==> config.mk <==
export PLATFORM = sky130hd
export DESIGN_NAME = rsb_unit
export DESIGN_NICKNAME = d
export VERILOG_FILES = /design/src/rtl/rsb_pkg.sv /design/src/rtl/rsb_shift_core.sv /design/src/rtl/rsb_sz_flags.sv /design/src/rtl/rsb_bit_test.sv /design/src/rtl/rsb_unit.sv
export SDC_FILE = /design/constraint.sdc
export NUM_CORES = 1
export LEC_CHECK = 0
export BUFFER_PORTS_ARGS = -buffer_cell sky130_fd_sc_hd__buf_2
export CAP_MARGIN = 20
export CORE_MARGIN = 4
export CORE_UTILIZATION = 40
export DETAILED_ROUTE_END_ITERATION = 7
export GPL_TIMING_DRIVEN = 1
export PLACE_DENSITY_LB_ADDON = 0.08
export SLEW_MARGIN = 20
export SYNTH_ARGS = -nofsm -noshare
export SYNTH_HDL_FRONTEND = slang
export SYNTH_SLANG_ARGS = --single-unit
==> constraint.sdc <==
create_clock -name vclk -period 2.3
set_input_delay 0 -clock vclk [all_inputs]
set_output_delay 0 -clock vclk [all_outputs]
set_load 0.05 [all_outputs]
==> src/rtl/rsb_pkg.sv <==
`timescale 1ns/1ps
package rsb_pkg;
    localparam int DATA_W = 8;
    localparam int IDX_W  = $clog2(DATA_W);
    localparam int OP_W   = 4;

    // Flag byte positions; the surrounding core decodes these
    localparam int FL_C  = 0;
    localparam int FL_N  = 1;
    localparam int FL_PV = 2;
    localparam int FL_X  = 3;
    localparam int FL_H  = 4;
    localparam int FL_Y  = 5;
    localparam int FL_Z  = 6;
    localparam int FL_S  = 7;

    localparam logic [DATA_W-1:0] XY_MASK = DATA_W'((1 << FL_X) | (1 << FL_Y));

    typedef enum logic [OP_W-1:0] {
        OP_RLC  = 4'd0,
        OP_RRC  = 4'd1,
        OP_RL   = 4'd2,
        OP_RR   = 4'd3,
        OP_SLA  = 4'd4,
        OP_SRA  = 4'd5,
        OP_SLL  = 4'd6,
        OP_SRL  = 4'd7,
        OP_BIT  = 4'd8,
        OP_BITX = 4'd9
    } rsb_op_e;
endpackage

==> src/rtl/rsb_shift_core.sv <==
`timescale 1ns/1ps
module rsb_shift_core
    import rsb_pkg::*;
#(
    parameter int W = DATA_W
) (
    input  rsb_op_e        op,
    input  logic [W-1:0]   val,
    input  logic           cin,
    output logic [W-1:0]   res,
    output logic           cout
);
    localparam int MSB = W - 1;

    always_comb begin
        res  = val;
        cout = cin;
        unique case (op)
            OP_RLC: begin res = {val[MSB-1:0], val[MSB]}; cout = val[MSB]; end
            OP_RRC: begin res = {val[0], val[MSB:1]};     cout = val[0];   end
            OP_RL:  begin res = {val[MSB-1:0], cin};      cout = val[MSB]; end
            OP_RR:  begin res = {cin, val[MSB:1]};        cout = val[0];   end
            OP_SLA: begin res = {val[MSB-1:0], 1'b0};     cout = val[MSB]; end
            OP_SLL: begin res = {val[MSB-1:0], 1'b1};     cout = val[MSB]; end
            OP_SRA: begin res = {val[MSB], val[MSB:1]};   cout = val[0];   end
            OP_SRL: begin res = {1'b0, val[MSB:1]};       cout = val[0];   end
            default: begin res = val; cout = cin; end
        endcase
    end
endmodule

==> src/rtl/rsb_sz_flags.sv <==
`timescale 1ns/1ps
module rsb_sz_flags
    import rsb_pkg::*;
#(
    parameter int W = DATA_W
) (
    input  logic [W-1:0] res,
    output logic         sign,
    output logic         zero,
    output logic         par_even
);
    logic [W:0] chain;
    assign chain[0] = 1'b1;

    genvar gi;
    generate
        for (gi = 0; gi < W; gi++) begin : g_par
            assign chain[gi+1] = chain[gi] ^ res[gi];
        end
    endgenerate

    assign par_even = chain[W];
    assign sign     = res[W-1];
    assign zero     = (res == '0);
endmodule

==> src/rtl/rsb_bit_test.sv <==
`timescale 1ns/1ps
module rsb_bit_test
    import rsb_pkg::*;
#(
    parameter int W  = DATA_W,
    parameter int IW = IDX_W
) (
    input  logic [W-1:0]  val,
    input  logic [IW-1:0] idx,
    input  logic [W-1:0]  xy_src,
    input  logic          cin,
    output logic [W-1:0]  flags
);
    localparam logic [IW-1:0] TOP_IDX = IW'(W - 1);

    logic bit_clear;
    assign bit_clear = ~val[idx];

    always_comb begin
        flags        = xy_src & XY_MASK;
        flags[FL_C]  = cin;
        flags[FL_N]  = 1'b0;
        flags[FL_H]  = 1'b1;
        flags[FL_Z]  = bit_clear;
        flags[FL_PV] = bit_clear;
        flags[FL_S]  = (idx == TOP_IDX) && val[W-1];
    end
endmodule

==> src/rtl/rsb_unit.sv <==
`timescale 1ns/1ps
module rsb_unit
    import rsb_pkg::*;
(
    input  logic [OP_W-1:0]   op_sel,
    input  logic [DATA_W-1:0] val_in,
    input  logic [DATA_W-1:0] flags_in,
    input  logic [IDX_W-1:0]  bit_idx,
    input  logic [DATA_W-1:0] addr_hi,
    output logic [DATA_W-1:0] val_out,
    output logic [DATA_W-1:0] flags_out
);
    rsb_op_e op;
    assign op = rsb_op_e'(op_sel);

    logic [DATA_W-1:0] sh_res;
    logic              sh_carry;
    logic              sh_sign, sh_zero, sh_par;
    logic [DATA_W-1:0] bt_flags;
    logic [DATA_W-1:0] xy_src;

    rsb_shift_core #(.W(DATA_W)) shift_i (
        .op   (op),
        .val  (val_in),
        .cin  (flags_in[FL_C]),
        .res  (sh_res),
        .cout (sh_carry)
    );

    rsb_sz_flags #(.W(DATA_W)) szf_i (
        .res      (sh_res),
        .sign     (sh_sign),
        .zero     (sh_zero),
        .par_even (sh_par)
    );

    assign xy_src = (op == OP_BITX) ? addr_hi : val_in;

    rsb_bit_test #(.W(DATA_W), .IW(IDX_W)) bit_i (
        .val    (val_in),
        .idx    (bit_idx),
        .xy_src (xy_src),
        .cin    (flags_in[FL_C]),
        .flags  (bt_flags)
    );

    always_comb begin
        val_out   = val_in;
        flags_out = flags_in;
        unique case (op)
            OP_RLC, OP_RRC, OP_RL, OP_RR,
            OP_SLA, OP_SRA, OP_SLL, OP_SRL: begin
                val_out          = sh_res;
                flags_out        = sh_res & XY_MASK;
                flags_out[FL_C]  = sh_carry;
                flags_out[FL_N]  = 1'b0;
                flags_out[FL_H]  = 1'b0;
                flags_out[FL_PV] = sh_par;
                flags_out[FL_Z]  = sh_zero;
                flags_out[FL_S]  = sh_sign;
            end
            OP_BIT, OP_BITX: begin
                val_out   = val_in;
                flags_out = bt_flags;
            end
            default: begin
                val_out   = val_in;
                flags_out = flags_in;
            end
        endcase
    end
endmodule

==> results of run 1 <==
## cells by family after synthesis
family | Yosys count | synth area share (%)
and+or+nand+nor | 34 | 28.9
AOI/OAI and AO/OA | 33 | 33.6
buffers and inverters | 10 | 8.51
muxes | 9 | 15.5
xor gates and xnor gates | 6 | 11.3
adders and majority gates | 1 | 2.13
## power by group through the flow
stage | sequential, mW | clock, mW | combinational, mW
2_1_floorplan | 0 | 0 | 0.212
3_5_place_dp | 0 | 0 | 0.288
6_report | 0 | 0 | 0.286
5_1_grt | 0 | 0 | 0.309
4_1_cts | 0 | 0 | 0.289
3_3_place_gp | 0 | 0 | 0.286
## layout make-up
class,count,area share (%)
Tap cell,15,2.33
Timing Repair Buffer,45,29.1
Multi-Input combinational cell,83,66.7
Inverter,4,1.86
## critical path: stages
cell,delay [ps]
buf_2,130
nor3b_1,130
nor3_1,180
a21oi_1,70
o21a_1,180
ha_1,300
xnor2_1,150
xnor3_1,250
xnor2_1,140
o211ai_1,160
buf_2,280
## metal layers
| metal | vias to the layer above | wire length, um | global-route usage [%] |
|---|---|---|---|
| met3 | 0 | 127 | 0.391 |
| met4 | 0 | 0 | 0.568 |
| met2 | 25 | 823 | 31.3 |
| li1 | 420 | - | - |
| met1 | 342 | 806 | 22.6 |
| met5 | - | 0 | 0 |
## path summary, 6_finish.rpt
| path | start | to | slack, ps | cells past startpoint |
|---|---|---|---|---|
| worst min-delay path | flags_in[0] | flags_out[0] | 420 | 4 |
| worst max-delay path | op_sel[1] | flags_out[2] | 320 | 11 |
## cells in the final DEF (no fill, tap or decap), types with 2 or more instances in the layout
cell type,netlist,final
buf_2,1,41
nand2_1,12,12
a21oi_1,11,11
mux2i_1,8,8
nor2b_1,6,6
o21ai_1,6,6
nand3_1,5,5
inv_1,4,4
o21ai_0,4,4
buf_4,1,4
nor3_1,3,3
o21a_1,3,3
nor2_1,3,3
xor2_1,3,3
a211oi_1,2,2
o22ai_1,2,2
xnor2_1,2,2
## stage by stage
step / cells / instance area, sq um / total power, mW / hold WS (ps) / util, %
after detailed placement: 147 / 807 / 0.288 / 425 / 59.8
after global placement: 147 / 807 / 0.286 / 417 / 59.8
after floorplan: 93 / 592 / 0.212 / 316 / -
final: 147 / 807 / 0.286 / 423 / 59.8
after CTS: 147 / 807 / 0.289 / 426 / 59.8
after global routing: 147 / 807 / 0.309 / 447 / 59.8
==> impl_metrics.csv, run 1 <==
group,metric,value,unit
run_status,status,"complete, no violations",
global_route,grt_pass1_wl,2760,um
detailed_routing,routed_wl,1760,um
logic_synthesis,syn_area_per_cell,6.32,sq um
power_and_ir_drop,swShare,65.7,%
clock_network,post_cts_resized,0,
logic_synthesis,synth_cell_type_count,32,
detailed_routing,avgViaCountPerCell,5.35,
power_and_ir_drop,power.internal,98.2,uW
detailed_routing,first_pass_iters,4,
timing,finalSetupTns,0,ps
clock_network,cts_setup_buffers,0,
power_and_ir_drop,p_switching,188,uW
logic_synthesis,synth_warnings,0,
placed_design,gp_congestion,0.808,
finish,drive_above_1_share,34.1,%
floorplan,fp.dieArea,2150,sq um
floorplan,num_io_pins,47,
detailed_routing,wl_per_cell,12.0,um
finish,fill_cells,148,
floorplan,die_w,46.3,um
timing,final.setup.worst_slack,318,ps
logic_synthesis,syn_nets,125,
power_and_ir_drop,powerDensity,354,nW/um^2
setup_path,arrival,1980,ps
placed_design,io_buffers,41,
clock_network,cts_hold_buf,0,
job,cap_violations,0,
worst_hold_path,hp-class,"in -> out",
floorplan,coreArea,1350,sq um
power_and_ir_drop,combPwrFrac,100.0,%
timing,final_hold_viol_count,0,
setup_path,cp_max_fo,6,
placed_design,post-place-ws,302,ps
logic_synthesis,synth_top_area_share,13.6,%
timing,rsz0062_at_grt,"false",
floorplan,die_h,46.3,um
finish,fin_nets,166,
global_route,grt_max_degree,26,
setup_path,path_class,"in -> out",
logic_synthesis,synth_common_cells,"12 x nand2_1, 11 x a21oi_1, 8 x mux2i_1, 6 x nor2b_1, 6 x o21ai_1",
power_and_ir_drop,peakVddDrop,0.196,mV
global_route,grt_overflow,0,
detailed_routing,post-route-drc-count,0,
detailed_routing,vias,787,
setup_path,required,2300,ps
logic_synthesis,synthCells,93,
global_route,grt_usage,16.9,%
timing,fmax,505,MHz
detailed_routing,final_antenna_net_count,0,
setup_path,worstSetupEndpointType,"output port",
setup_path,start_kind,"input pin",
power_and_ir_drop,clkPwrFrac,0,%
finish,seq_cells,0,
finish,area_growth,37.2,%
timing,slew_headroom,74.6,%
logic_synthesis,synth_area_leader_cell,"mux2i_1",
placed_design,dp_hpwl,1470,um
detailed_routing,drtIter0Drc,15,
timing,worst_slew_pin_slew,379,ps
power_and_ir_drop,sequentialPowerShare,0,%
finish,nClkBuffers,0,
logic_synthesis,ys_seq_area_share,0,%
finish,multi_input_area,538,sq um
logic_synthesis,yosysMostFrequentCell,"nand2_1",
timing,setup_viol,0,
finish,regArea,0,sq um
timing,fin_crit_sh,86.2,%
timing,fin_crit,1980,ps
logic_synthesis,synth_area,588,sq um
power_and_ir_drop,power_leakage,0.414,nW
timing,drv_slew,0,
floorplan,rows,13,
logic_synthesis,yosys-top-cells-area,"mux2i_1 14%, a21oi_1 9.4%, nand2_1 7.7%",
global_route,antenna_found_initial,0,
finish,diodes,0,
floorplan,start_util,43.6,%
global_route,grt_pass1_vias,638,
(Power assumes the default switching activity.)
==> run 2: changes to the inputs <==
MAX_ROUTING_LAYER = met4   (was default)
RECOVER_POWER = 50   (was default)
SYNTH_HIERARCHICAL = 1   (was default)
==> impl_metrics.csv, run 2 <==
group,metric,value,unit
setup_path,start_kind,"input pin",
global_route,grt_max_degree,20,
floorplan,die_w,53.5,um
setup_path,required,2300,ps
global_route,grt_pass1_vias,769,
global_route,grt_usage,15.6,%
timing,fin_crit,2080,ps
detailed_routing,first_pass_iters,4,
timing,fin_crit_sh,90.6,%
setup_path,cp_slowest_cell,"xnor3_1",
power_and_ir_drop,peakVddDrop,0.202,mV
finish,drive_above_1_share,43.3,%
finish,seq_cells,0,
setup_path,path_class,"in -> out",
setup_path,slowest_delay,420,ps
global_route,grt_overflow,0,
finish,layout_commonest_cell,"buf_2",
floorplan,fp.dieArea,2870,sq um
clock_network,cts_setup_buffers,0,
global_route,grt_pass1_wl,3420,um
timing,slew_headroom,60.0,%
detailed_routing,wl_per_cell,12.5,um
finish,regArea,0,sq um
setup_path,critPathLaunch,"op_sel[0]",
logic_synthesis,synthCells,110,
setup_path,crit_chain,"buf_2 > inv_1 > o211ai_1 > a32oi_1 > inv_1 > ha_1 > xor2_1 > xnor3_1 > nor2_1 > a31oi_1 > buf_2",
timing,fmax,480,MHz
detailed_routing,post-route-drc-count,0,
timing,drv_slew,0,
placed_design,dp_hpwl,1680,um
logic_synthesis,synth_warnings,6,
finish,fill_cells,213,
power_and_ir_drop,clkPwrFrac,0,%
floorplan,num_io_pins,47,
logic_synthesis,syn_area_per_cell,7.54,sq um
timing,final.setup.worst_slack,216,ps
power_and_ir_drop,p_switching,214,uW
clock_network,cts_hold_buf,0,
timing,rsz0062_at_grt,"false",
power_and_ir_drop,power_leakage,0.473,nW
timing,setup_viol,0,
clock_network,post_cts_resized,0,
placed_design,post-place-ws,238,ps
finish,diodes,0,
finish,layout_common_cells,"34 x buf_2, 16 x o21ai_0, 9 x nor2_1, 9 x mux2i_1, 9 x nand2_1",
placed_design,placed_cell_area,1010,sq um
timing,finalSetupTns,0,ps
logic_synthesis,syn_nets,142,
detailed_routing,drtIter0Drc,15,
power_and_ir_drop,powerDensity,339,nW/um^2
power_and_ir_drop,sequentialPowerShare,0,%
placed_design,io_buffers,41,
floorplan,coreArea,1960,sq um
floorplan,start_util,42.3,%
power_and_ir_drop,swShare,63.3,%
floorplan,rows,16,
finish,fin_nets,175,
setup_path,cp_max_fo,13,
detailed_routing,vias,868,
setup_path,cp-endpoint,"flags_out[2]",
finish,fin_area,998,sq um
finish,nClkBuffers,0,
power_and_ir_drop,combPwrFrac,100.0,%
global_route,antenna_found_initial,0,
timing,final_hold_viol_count,0,
logic_synthesis,synth_area,830,sq um
finish,stdcell_count,168,
power_and_ir_drop,power.internal,124,uW
setup_path,arrival,2080,ps
job,cap_violations,0,
run_status,status,"complete, no violations",
finish,fin_util,50.9,%
detailed_routing,avgViaCountPerCell,5.17,
detailed_routing,final_antenna_net_count,0,
placed_design,gp_congestion,0.785,
worst_hold_path,hp-class,"in -> out",
setup_path,worstSetupEndpointType,"output port",
floorplan,die_h,53.5,um
timing,worst_slew_pin_slew,594,ps
detailed_routing,routed_wl,2100,um
placed_design,dpl.cell_count,168,
finish,area_growth,20.4,%
## run 2: cell types whose count changed in the layout (fill, tap and decap cells not counted), moves of 3 or more
cell | before | now
or3b_2 | 0 | 6
buf_2 | 41 | 34
clkbuf_1 | 0 | 7
o21ai_1 | 6 | 0
mux2_2 | 0 | 8
o21ai_0 | 4 | 16
nor2b_1 | 6 | 0
nor3_1 | 3 | 0
a31oi_1 | 0 | 7
o21a_1 | 3 | 0
nand3_1 | 5 | 1
nand2_1 | 12 | 9
a21oi_1 | 11 | 0
nor2_1 | 3 | 9
## run 2: worst max-delay path: cells and delay by family
kind / cells / cell delay [ps]
AOI/OAI and AO/OA: 3 / 490
xor gates and xnor gates: 2 / 560
and+or+nand+nor: 1 / 60
adders and majority gates: 1 / 300
buffers and inverters: 4 / 680
## run 2: layer usage
| layer | global-route usage, % | vias to the layer above | routed length, um |
|---|---|---|---|
| met3 | 0 | 0 | 98 |
| met4 | 0 | 0 | 0 |
| li1 | - | 458 | - |
| met1 | 21.9 | 386 | 997 |
| met2 | 26.9 | 24 | 1000 |
| met5 | - | - | 0 |
## run 2: power groups by stage
| stage | Clock (mW) | Combinational (mW) | Sequential, mW |
|---|---|---|---|
| global route | 0 | 0.366 | 0 |
| CTS | 0 | 0.344 | 0 |
| global placement | 0 | 0.337 | 0 |
| detailed placement | 0 | 0.342 | 0 |
| finish | 0 | 0.339 | 0 |
| floorplan | 0 | 0.264 | 0 |
## run 2: worst min path at each step
stage / from / endpoint / slack, ps / cells after the start
CTS: flags_in[4] / flags_out[4] / 430 / 4
global placement: flags_in[4] / flags_out[4] / 420 / 4
finish: flags_in[5] / flags_out[5] / 430 / 4
global route: flags_in[7] / flags_out[7] / 470 / 4
detailed placement: flags_in[4] / flags_out[4] / 430 / 4
floorplan: val_in[0] / val_out[0] / 300 / 1
## run 2: area by class of cell
| cell class | count | area, sq um | share of cell area (%) |
|---|---|---|---|
| Timing Repair Buffer | 47 | 241 | 24.2 |
| Inverter | 4 | 15.0 | 1.50 |
| Tap cell | 27 | 33.8 | 3.38 |
| Multi-Input combinational cell | 90 | 708 | 70.9 |
## run 2: metrics by stage
step,hold WS [ps],total power [mW]
2_1_floorplan,298,0.264
3_3_place_gp,415,0.337
3_5_place_dp,426,0.342
4_1_cts,426,0.344
5_1_grt,472,0.366
6_report,433,0.339
